--- config.mk ---
export PLATFORM = sky130hd
export DESIGN_NAME = instr_cycle_seq
export DESIGN_NICKNAME = d
export VERILOG_FILES = /design/src/rtl/instr_cycle_seq_pkg.sv /design/src/rtl/icseq_phase_gen.sv /design/src/rtl/icseq_fsm.sv /design/src/rtl/icseq_addr_path.sv /design/src/rtl/icseq_bank_ctl.sv /design/src/rtl/instr_cycle_seq.sv
export SDC_FILE = /design/constraint.sdc
export NUM_CORES = 1
export LEC_CHECK = 0
export BUFFER_PORTS_ARGS = -buffer_cell sky130_fd_sc_hd__buf_2
export CAP_MARGIN = 40
export CORE_MARGIN = 4
export CORE_UTILIZATION = 59
export CTS_CLUSTER_SIZE = 12
export DETAILED_ROUTE_END_ITERATION = 16
export GPL_TIMING_DRIVEN = 1
export PLACE_DENSITY = 0.84
export SLEW_MARGIN = 20
export SYNTH_ARGS = -nofsm -noshare
export SYNTH_HDL_FRONTEND = slang
export SYNTH_SLANG_ARGS = --single-unit
--- constraint.sdc ---
create_clock -name clk -period 4.9 [get_ports clk]
set_clock_uncertainty 0.2 [all_clocks]
set_input_delay 0.98 -clock clk [delete_from_list [all_inputs] [get_ports clk]]
set_output_delay 0.98 -clock clk [all_outputs]
set_load 0.01 [all_outputs]
--- src/rtl/instr_cycle_seq_pkg.sv ---
package instr_cycle_seq_pkg;
    localparam int QUARTERS = 4;
    localparam int QW       = $clog2(QUARTERS);

    typedef enum logic [2:0] {
        ST_Q1   = 3'd0,
        ST_Q2   = 3'd1,
        ST_Q3   = 3'd2,
        ST_Q4   = 3'd3,
        ST_HALT = 3'd4
    } seq_state_e;
endpackage

--- src/rtl/icseq_phase_gen.sv ---
module icseq_phase_gen
    import instr_cycle_seq_pkg::*;
(
    input  logic                clk,
    input  logic                rst_n,
    output logic [QUARTERS-1:0] phase,
    output logic                q_last,
    output logic                mclk
);
    logic [QW-1:0] qcnt;

    always_ff @(posedge clk or negedge rst_n) begin
        if (!rst_n) begin
            qcnt   <= '0;
            mclk   <= 1'b0;
        end else begin
            qcnt   <= qcnt + QW'(1);
            // high for the whole quarter that follows the third
            mclk   <= (qcnt == QW'(QUARTERS - 2));
        end
    end

    assign q_last = (qcnt == QW'(QUARTERS - 1));

    generate
        for (genvar i = 0; i < QUARTERS; i++) begin : g_phase
            assign phase[i] = (qcnt == QW'(i));
        end
    endgenerate
endmodule

--- src/rtl/icseq_fsm.sv ---
module icseq_fsm
    import instr_cycle_seq_pkg::*;
(
    input  logic clk,
    input  logic rst_n,
    input  logic halt_n,
    input  logic q_last,
    output logic cap_en,
    output logic upd_en,
    output logic commit_en,
    output logic halt_next
);
    seq_state_e state, state_nx;

    always_comb begin
        state_nx = state;
        unique case (state)
            ST_Q1:   state_nx = ST_Q2;
            ST_Q2:   state_nx = ST_Q3;
            ST_Q3:   state_nx = ST_Q4;
            ST_Q4:   state_nx = halt_n ? ST_Q1 : ST_HALT;
            ST_HALT: state_nx = (q_last && halt_n) ? ST_Q1 : ST_HALT;
            default: state_nx = ST_Q1;
        endcase
    end

    always_ff @(posedge clk or negedge rst_n) begin
        if (!rst_n) state <= ST_Q1;
        else        state <= state_nx;
    end

    always_comb begin
        cap_en    = 1'b0;
        upd_en    = 1'b0;
        commit_en = 1'b0;
        unique case (state)
            ST_Q1:   ;
            ST_Q2:   cap_en    = 1'b1;
            ST_Q3:   upd_en    = 1'b1;
            ST_Q4:   commit_en = 1'b1;
            ST_HALT: ;
            default: ;
        endcase
        halt_next = (state_nx == ST_HALT);
    end
endmodule

--- src/rtl/icseq_addr_path.sv ---
module icseq_addr_path #(
    parameter int AW = 13
) (
    input  logic          clk,
    input  logic          rst_n,
    input  logic          cap_en,
    input  logic          upd_en,
    input  logic          commit_en,
    input  logic          jmp_ld,
    input  logic [AW-1:0] jmp_tgt,
    output logic [AW-1:0] addr
);
    logic [AW-1:0] pc, ar, tgt_q, inc;
    logic          ld_q;

    assign inc = pc + AW'(1);

    always_ff @(posedge clk or negedge rst_n) begin
        if (!rst_n) begin
            pc    <= '0;
            ar    <= '0;
            tgt_q <= '0;
            ld_q  <= 1'b0;
        end else begin
            if (cap_en) begin
                ld_q  <= jmp_ld;
                tgt_q <= jmp_tgt;
            end
            if (upd_en)    ar <= ld_q ? tgt_q : inc;
            if (commit_en) pc <= ar;
        end
    end

    assign addr = ar;
endmodule

--- src/rtl/icseq_bank_ctl.sv ---
module icseq_bank_ctl (
    input  logic clk,
    input  logic rst_n,
    input  logic halt_next,
    input  logic lb_req_n,
    input  logic rb_req_n,
    output logic lb_n,
    output logic rb_n
);
    logic hold_q;

    always_ff @(posedge clk or negedge rst_n) begin
        if (!rst_n) hold_q <= 1'b0;
        else        hold_q <= halt_next;
    end

    assign lb_n = lb_req_n | hold_q | ~rst_n;
    assign rb_n = rb_req_n | hold_q | ~rst_n;
endmodule

--- src/rtl/instr_cycle_seq.sv ---
module instr_cycle_seq
    import instr_cycle_seq_pkg::*;
#(
    parameter int AW = 13
) (
    input  logic          clk,
    input  logic          rst_n,
    input  logic          halt_n,
    input  logic          jmp_ld,
    input  logic [AW-1:0] jmp_tgt,
    input  logic          lb_req_n,
    input  logic          rb_req_n,
    output logic [AW-1:0] addr,
    output logic          mclk,
    output logic [3:0]    phase,
    output logic          lb_n,
    output logic          rb_n
);
    logic q_last, cap_en, upd_en, commit_en, halt_next;

    icseq_phase_gen u_phase (
        .clk    (clk),
        .rst_n  (rst_n),
        .phase  (phase),
        .q_last (q_last),
        .mclk   (mclk)
    );

    icseq_fsm u_fsm (
        .clk       (clk),
        .rst_n     (rst_n),
        .halt_n    (halt_n),
        .q_last    (q_last),
        .cap_en    (cap_en),
        .upd_en    (upd_en),
        .commit_en (commit_en),
        .halt_next (halt_next)
    );

    icseq_addr_path #(.AW(AW)) u_addr (
        .clk       (clk),
        .rst_n     (rst_n),
        .cap_en    (cap_en),
        .upd_en    (upd_en),
        .commit_en (commit_en),
        .jmp_ld    (jmp_ld),
        .jmp_tgt   (jmp_tgt),
        .addr      (addr)
    );

    icseq_bank_ctl u_bank (
        .clk       (clk),
        .rst_n     (rst_n),
        .halt_next (halt_next),
        .lb_req_n  (lb_req_n),
        .rb_req_n  (rb_req_n),
        .lb_n      (lb_n),
        .rb_n      (rb_n)
    );
endmodule

# == Yosys cells after proc, flatten, opt, wreduce, memory -nomap -nowiden ==
# Cells that the tools add are included.
# word_totals
reg_bits,47
latch_bits,0
ramBits,0
mem_bits_ro,0
in_bits,19
output_inout_bits,20
n_memories,0
# classes
n_addsub,2
mul,0
div_mod_pow,0
order_cmp,0
eq_ne,8
shifts,0
n_mux,7
bitwise_logic,5
reduce_logical,3
# op_table
op,count
one-hot mux 3 bit (5 select lines),1
"adder 13 x 1 -> 13 bit, second input constant",1
two-way mux 13 bit,1
"== test 3 x 2 -> 1 bit, second input constant",2
"== test 3 bit, second input constant",2
two-way mux 3 bit,2
"== test 2 bit, second input constant",2
OR 1 bit,4
"== test 3 x 1 -> 1 bit, second input constant",1
zero test 3 bit,1
two-way mux 1 bit,3
"adder 2 x 1 -> 2 bit, second input constant",1
"== test 2 x 1 -> 1 bit, second input constant",1
zero test 2 bit,1
logical AND 1 bit,1
inverter 1 bit,1

# == Logic depth before layout (Yosys ltp) ==
# Gate-level depths: netlist of the first run.
# depth
word_depth,5
mapped_depth,5
mapped_depth_nobuf,5

# == By module ==
# From an unflattened synthesis of the first run, not the netlist that was laid out.
# unflattened
hier_cells,173
hier_area_um2,2117.0
# modules_own_cells
mod,instances,cells_each,area_per_inst_um2,seq_area_each_um2
icseq_addr_path,1,147,1788.0,1001.0
icseq_fsm,1,13,146.4,75.1
icseq_phase_gen,1,10,140.1,75.1
icseq_bank_ctl,1,3,42.5,25.0

# == Worst setup path before layout of the first run ==
# Ideal clock, no wire load.
# synth_timing
path_type,input to output
start,input port lb_req_n
end,output port lb_n
arrival_time_ns,1.445
slack_ns,2.275
path_stages,1
path_cell_list,or3b_2
# synth_between
elab_chain_cells,2
# synth_rtl
element,line,rtl
start: declaration,instr_cycle_seq.sv:11,"input logic lb_req_n,"
OR 1 bit (2 in a row),icseq_bank_ctl.sv:17,assign lb_n = lb_req_n | hold_q | ~rst_n;
end: declaration,instr_cycle_seq.sv:16,"output logic lb_n,"
# No other way between the ends.

# == Worst setup path in the final report of the first run ==
# layout_timing
start,input port rst_n
end,output port lb_n
# layout_between
elab_chain_cells,2
# layout_rtl
element,line,rtl
start: declaration,instr_cycle_seq.sv:7,"input logic rst_n,"
inverter 1 bit,icseq_bank_ctl.sv:17,
OR 1 bit,icseq_bank_ctl.sv:17,
# No other way between the ends.

==> summary.txt, run 1 <==
Run status
  – Status: finished clean

Floorplanning
  – Die width: 68.6 um
  – Initial Utilization: 62.9%
  – Die area: between 0.004 and 0.005 mm^2
  – FP Rows: 21
  – I/O pin count: 39
  – Core Area: 0.00344 mm^2
  – Die span in y: 68.6 um

STA
  – Minimum clock period: 2.89 ns
  – Max Clock Freq: 345 MHz
  – Slew @ Worst Pin: about 0.85 ns
  – Final worst slack: approximately 2 ns
  – Fin crit share: 59.1%
  – Final Max Slew Viols: 0
  – Final hold vios: 0
  – RSZ-0062 raised after global routing: false
  – Worst slew margin: 43.5%
  – Final setup viols: 0
  – Final TNS setup: 0 ns

Drt
  – Drt first pass iters: 4
  – Vias per inst: about 5.5
  – DR iter-0 viols: 93
  – Post-Route WL: roughly 4000 um
  – Routed len/inst: around 16 um
  – Post-route antenna net violation count: 0
  – Residual DRC: 0
  – Via count: 1422

Logic synthesis
  – Synth top area share: 54.3%
  – Post-synthesis compound-gate area fraction: between 6 and 7%
  – Post-Synth Simple-Gate Area: 12.4%
  – Syn Area/Cell: 12.5 um^2
  – Post-synthesis mux area share: 15.4%
  – Synth unique cells: 33
  – Yosys warnings: 0
  – Largest family of logic cells by synthesized area: multiplexers
  – Seq cells post-synth: 47
  – XOR/XNOR Fraction of Synth Area: 4.45%
  – Cells after Synth: roughly 170
  – Largest area contributor in the netlist: dfrtp_1
  – Mapped Area: 0.00217 mm^2
  – Syn nets: 197
  – Sequential-to-total area share from yosys stat: 54.3%
  – Synth Area in Adders: under 10%
  – Ranking of synthesized cells by area: dfrtp_1 (54%), mux2_2 (14%), ha_1 (2.9%)

Clock tree
  – Post-CTS Hold Fix Bufs: 0
  – Clk Latency, worst-skew pair: roughly 0.31 ns
  – CTS buffer count: 5
  – CTS tree: built
  – Clock buffer depth: 2
  – CTS clk-pin slew, worst paths: about 0.09 ns
  – # H-tree levels: 2
  – Root buf cell: clkbuf_8
  – CTS sink count: 47
  – Post-CTS Resized: 0
  – Setup Buffers After CTS: 0

Worst setup path
  – Crit end category: primary output
  – Worst setup path end: lb_n
  – Worst-path fanout max: 6
  – Critical R2R Launch: u_fsm.state[0]$_DFF_PN0_
  – Startpoint Class: input pin
  – Reg2Reg Setup Slack: 2.95 ns
  – Cell depth of the worst flop-to-flop path: 2
  – Worst EP required: 3.72 ns
  – Reg-to-reg critical path endpoint: u_addr.tgt_q[10]$_DFFE_PN0P_
  – CP Class: in -> out
  – CP Launch Point: rst_n
  – Crit path arrival time: ~1.7 ns

Power and ir drop
  – Pwr Density: roughly 650 mW/mm^2
  – Static Leak: 1.11 nW
  – Peak supply drop: about 0.00035 V

Global route
  – Vias in the first global route: ~1500
  – First-pass GRT wire length: 6830 um
  – Antenna violations before repair: 0
  – Grt ovf: 0
  – Largest net degree at the start of global routing: 45
  – GRT Total Usage: between 20% and 30%

Finish
  – Share of layout cells above drive strength 1: a little under 40%
  – Nets: 235
  – Post-layout instance area: roughly 0.0024 mm^2
  – Ant diodes: 0
  – Area delta synth->final: 12.8%

Placement
  – DP Area: 0.00234 mm^2
  – DP HPWL: ~2900 um
  – Port bufs: 38
  – Pre-CTS WS: 2.00 ns
  – GPL Wtd Cong: just over 0.8

Job
  – Max cap viols: 0

Hold path
  – Hold WC Path Type: in -> async
==> worst min path at each step <==
stage | startpoint | end | slack [ns] | cells past startpoint
2_1_floorplan | u_phase.qcnt[0]$_DFF_PN0_ | u_phase.qcnt[0]$_DFF_PN0_ | 0.26 | 1
3_3_place_gp | u_addr.tgt_q[9]$_DFFE_PN0P_ | u_addr.tgt_q[9]$_DFFE_PN0P_ | 0.28 | 1
3_5_place_dp | u_addr.tgt_q[9]$_DFFE_PN0P_ | u_addr.tgt_q[9]$_DFFE_PN0P_ | 0.29 | 1
4_1_cts | rst_n | u_phase.mclk$_DFF_PN0_ | 0.26 | 1
5_1_grt | rst_n | u_phase.mclk$_DFF_PN0_ | 0.26 | 1
6_report | rst_n | u_phase.qcnt[0]$_DFF_PN0_ | 0.26 | 1
==> where the power goes <==
part           total (W)  internal, W  leakage, nW  switching [W]
Combinational   0.000576     0.000310        0.490       0.000267
Clock           0.000261     0.000128       0.0505       0.000133
Sequential      0.000742     0.000566        0.565       0.000176
Total            0.00158      0.00100         1.11       0.000575
==> Yosys cell counts <==
cell / number
nand3b_1: 3
and3_1: 2
nand3_1: 4
dfrtp_1: 47
and4_2: 1
nor3b_4: 1
nand4_2: 1
xnor2_1: 7
ha_1: 5
or2_2: 1
buf_4: 4
mux2_2: 27
mux2i_1: 3
and4_1: 1
a21oi_1: 10
xor2_1: 4
inv_1: 2
nor3b_2: 1
nand2b_1: 1
nand2_1: 10
nor4_2: 1
o21ai_0: 6
nand4_1: 2
nor2_1: 9
nor3_1: 2
o22ai_1: 4
or3b_1: 1
buf_6: 1
o21ai_1: 5
or3b_2: 2
clkbuf_8: 3
a211oi_1: 1
and2_1: 1
==> flip-flops by register name, summed over array words and instances (netlist names) <==
register       count
u_phase.qcnt       2
u_addr.addr       13
u_addr.ld_q        1
u_addr.tgt_q      13
u_addr.pc         13
u_phase.mclk       1
u_bank.hold_q      1
u_fsm.state        3
==> critical path: stages <==
cell and delay, ns:
buf_2 0.14, or3b_2 0.44, buf_2 0.15
==> metal layers <==
metal  global-route usage (%)  wire length (um)  up-vias
li1                         -                 -      687
met1                     25.6              1800      697
met2                     32.7              2010       29
met3                     4.38               183        9
met4                     10.7                81        0
met5                        0                 0        -
==> kinds of logic (layout without fill, tap and decap cells) <==
| logic type | count (synthesis) | in the layout |
|---|---|---|
| multiplexers | 30 | 30 |
| buffers and inverters | 10 | 49 |
| AND/OR/NAND/NOR | 44 | 44 |
| XOR/XNOR | 11 | 11 |
| adder cells (fa/ha/maj) | 5 | 5 |
| AO/OA/AOI/OAI | 26 | 26 |
| flip-flops | 47 | 47 |
==> area by class of cell <==
cell class	instances	area (um^2)
sequential	47	1180
fill	268	1000
multi-input combinational	116	900
timing repair buffer	39	198
clock buffer	7	96.3
tap	46	57.6
clock inverter	1	7.51
inverter	2	7.51
==> metrics by stage <==
stage | power, W | utilization (%) | instances | hold WS, ns
2_1_floorplan | 0.00119 | - | 173 | 0.265
3_3_place_gp | 0.00129 | 67.9 | 250 | 0.284
3_5_place_dp | 0.00133 | 67.9 | 250 | 0.294
4_1_cts | 0.00159 | 71.0 | 258 | 0.257
5_1_grt | 0.00169 | 71.0 | 258 | 0.258
6_report | 0.00158 | 71.0 | 258 | 0.260
==> layout by cell type (no fill, tap or decap) <==
cell	netlist	final
nand2_1	10	10
buf_4	4	1
o21ai_0	6	6
mux2_2	27	27
a21oi_1	10	10
nand2b_1	1	1
nor2_1	9	9
clkbuf_8	3	7
xor2_1	4	4
nor3b_2	1	1
nor3_1	2	2
and2_1	1	1
ha_1	5	5
nand3b_1	3	3
nand4_2	1	1
clkinvlp_4	0	1
nor4_2	1	1
buf_2	0	38
and4_1	1	1
nand4_1	2	2
mux2i_1	3	3
inv_1	2	2
or3b_1	1	1
nand3_1	4	4
or2_2	1	1
and3_1	2	2
dfrtp_1	47	47
xnor2_1	7	7
nor3b_4	1	1
o21ai_1	5	5
and4_2	1	1
or3b_2	2	2
a211oi_1	1	1
o22ai_1	4	4
No activity file was read; power rests on OpenSTA's default activity.
==> run 2, diff against run 1 <==
--- a/config.mk
+++ b/config.mk
@@ -8,11 +8,11 @@
 export BUFFER_PORTS_ARGS = -buffer_cell sky130_fd_sc_hd__buf_2
 export CAP_MARGIN = 40
 export CORE_MARGIN = 4
-export CORE_UTILIZATION = 59
+export CORE_UTILIZATION = 49
 export CTS_CLUSTER_SIZE = 12
 export DETAILED_ROUTE_END_ITERATION = 16
 export GPL_TIMING_DRIVEN = 1
-export PLACE_DENSITY = 0.84
+export PLACE_DENSITY = 0.74
 export SLEW_MARGIN = 20
 export SYNTH_ARGS = -nofsm -noshare
 export SYNTH_HDL_FRONTEND = slang
==> constraint.sdc (replaced) <==
create_clock -name clk -period 2.6 [get_ports clk]
set_clock_uncertainty 0.2 [all_clocks]
set_input_delay 0.52 -clock clk [delete_from_list [all_inputs] [get_ports clk]]
set_output_delay 0.52 -clock clk [all_outputs]
set_load 0.01 [all_outputs]
==> summary.txt, run 2 (same netlist as run 1, synthesis figures left out) <==
Run status
  – Status: finished clean (unchanged)

STA
  – Final hold vios: 0 (unchanged)
  – Max Clock Freq: 503 MHz
  – Final setup viols: 0 (unchanged)
  – Slew @ Worst Pin: 0.653 ns (was 0.847 ns)
  – RSZ-0062 raised after global routing: false (unchanged)
  – Fin crit share: 76.5%
  – Worst slew margin: 56.4% (was 43.5%)
  – Min Hold Slack: 0.119 ns (was 0.260 ns)
  – Final TNS setup: 0 ns (unchanged)
  – Final Max Slew Viols: 0 (unchanged)
  – Minimum clock period: 1.99 ns

Power and ir drop
  – Peak supply drop: 0.000522 V (was 0.000351 V)
  – Flop pwr share: 47.9% (was 47.0%)
  – Static Leak: 1.11 nW (about the same)
  – Pwr Density: 1200 mW/mm^2 (was 647 mW/mm^2)
  – Internal power: 0.00187 W (was 0.00100 W)
  – Comb power frac: 37.9% (was 36.5%)
  – Switch share: 36.3% (was 36.4%)
  – Clock power share: 14.2% (was 16.5%)
  – P_sw: 0.00106 W (was 0.000575 W)

Drt
  – Post-Route WL: 4100 um (was 4070 um)
  – Residual DRC: 0 (unchanged)
  – Via count: 1396 (was 1422)
  – Post-route antenna net violation count: 0 (unchanged)
  – Drt first pass iters: 4 (unchanged)
  – Routed len/inst: 15.5 um (was 15.8 um)
  – Top Layer Used: met4 (unchanged)
  – Met2 wire length: 2070 um (was 2010 um)
  – Met3 WL: 156 um (was 183 um)
  – M1 WL: 1840 um (was 1800 um)
  – DR iter-0 viols: 48 (was 93)
  – Vias per inst: 5.27 (was 5.51)

Global route
  – Grt ovf: 0 (unchanged)
  – First-pass GRT wire length: 7200 um (was 6830 um)
  – Vias in the first global route: 1543 (was 1451)
  – GRT Total Usage: 16.9% (was 20.3%)
  – Largest net degree at the start of global routing: 48 (was 45)
  – Antenna violations before repair: 0 (unchanged)

Worst setup path
  – Worst EP required: 1.88 ns (was 3.72 ns)
  – Startpoint Class: register (was input pin)
  – Critical path cell sequence: or3b_2 > buf_2 (was buf_2 > or3b_2 > buf_2)
  – Worst-path fanout max: 2 (was 6)
  – CP Class: reg -> out (was in -> out)
  – Top delay family on crit path: simple AND/OR/NAND/NOR gates (unchanged)
  – WP buf/inv: 1 (was 2)
  – Crit end category: primary output (unchanged)
  – Crit-path slowest cell: or3b_2 (unchanged)
  – CP max stage delay: 0.45 ns (was 0.44 ns)
  – Crit path arrival time: 1.27 ns (was 1.71 ns)

Clock tree
  – # H-tree levels: 2 (unchanged)
  – Clock buffer depth: 2 (unchanged)
  – Setup Buffers After CTS: 0 (unchanged)
  – Clk Latency, worst-skew pair: 0.29 ns (was 0.31 ns)
  – CTS clk-pin slew, worst paths: 0.08 ns (was 0.09 ns)
  – CTS buffer count: 5 (unchanged)
  – Root buf cell: clkbuf_8 (unchanged)
  – Post-CTS Resized: 0 (unchanged)
  – CTS tree: built (unchanged)
  – CTS sink count: 47 (unchanged)
  – Post-CTS Hold Fix Bufs: 0 (unchanged)

Placement
  – Port bufs: 38 (unchanged)
  – GPL Wtd Cong: 0.738 (was 0.817)
  – DP HPWL: 2890 um (was 2850 um)

Finish
  – Nets: 238 (was 235)
  – Most common cell after layout, fill and taps aside: dfrtp_1 (unchanged)
  – Ant diodes: 0 (unchanged)
  – Area delta synth->final: 13.0% (was 12.8%)
  – Most frequent cells in the layout: dfrtp_1 (47), buf_2 (38), mux2_2 (27), nand2_1 (10), a21oi_1 (10) (unchanged)
  – Share of layout cells above drive strength 1: 38.6% (was 38.7%)

Hold path
  – Hold WC Path Type: in -> async (unchanged)

Floorplanning
  – Die width: 74.5 um (was 68.6 um)
  – FP Rows: 23 (was 21)
  – I/O pin count: 39 (unchanged)
  – Die span in y: 74.5 um (was 68.6 um)
  – Die area: 0.00555 mm^2 (was 0.00470 mm^2)
  – Core Area: 0.00414 mm^2 (was 0.00344 mm^2)
  – Initial Utilization: 52.3% (was 62.9%)

Job
  – Max cap viols: 0 (unchanged)
## run 2: changes by cell type in the layout (fill, tap and decap cells not counted)
cell	before	now
clkbuf_8	7	5
buf_4	1	4
clkbuf_1	0	2
clkinv_2	0	1
clkinvlp_4	1	0
## run 2: path summary, 6_finish.rpt
check,from,endpoint,slack (ns),cells after the start
setup / recovery,u_bank.hold_q$_DFF_PN0_,rb_n,0.61,2
hold / removal,rst_n,u_bank.hold_q$_DFF_PN0_,0.12,2
setup reg to reg,u_fsm.state[2]$_DFF_PN0_,u_addr.addr[10]$_DFFE_PN0P_,0.80,3
hold reg to reg,u_addr.tgt_q[9]$_DFFE_PN0P_,u_addr.tgt_q[9]$_DFFE_PN0P_,0.30,1
max in group asynchronous,rst_n,u_addr.addr[11]$_DFFE_PN0P_,1.68,2
min in group clk,jmp_tgt[12],u_addr.tgt_q[12]$_DFFE_PN0P_,0.25,2
## run 2: per-layer routing
layer	vias to the layer above	global-route usage [%]
li1	685	-
met1	683	20.7
met2	24	30.1
met3	4	4.19
met4	0	3.75
met5	-	0
## run 2: area by class of cell
type	count	area [um^2]
Clock buffer	7	76.3
Clock inverter	1	5.00
Fill cell	371	1700
Inverter	2	7.51
Multi-Input combinational cell	116	900
Sequential cell	47	1180
Tap cell	50	62.6
Timing Repair Buffer	42	220
## run 2: through the flow
| stage | total power [W] | utilization, % | std cells | cell area, um^2 | setup slack [ns] |
|---|---|---|---|---|---|
| 4_1_cts | 0.00296 | 59.1 | 265 | 2450 | 0.600 |
| 2_1_floorplan | 0.00225 | - | 173 | 2170 | 0.895 |
| 5_1_grt | 0.00317 | 59.1 | 265 | 2450 | 0.566 |
| 6_report | 0.00293 | 59.1 | 265 | 2450 | 0.612 |
| 3_5_place_dp | 0.00255 | 57.1 | 257 | 2370 | 0.691 |
| 3_3_place_gp | 0.00249 | 57.1 | 257 | 2370 | 0.696 |
## run 2: power by group through the flow
| stage | Combinational [W] | Clock (W) | Sequential [W] |
|---|---|---|---|
| 2_1_floorplan | 0.000906 | 0 | 0.00134 |
| 3_3_place_gp | 0.00109 | 0 | 0.00140 |
| 3_5_place_dp | 0.00113 | 0 | 0.00142 |
| 4_1_cts | 0.00113 | 0.000425 | 0.00141 |
| 5_1_grt | 0.00125 | 0.000456 | 0.00146 |
| 6_report | 0.00111 | 0.000417 | 0.00140 |
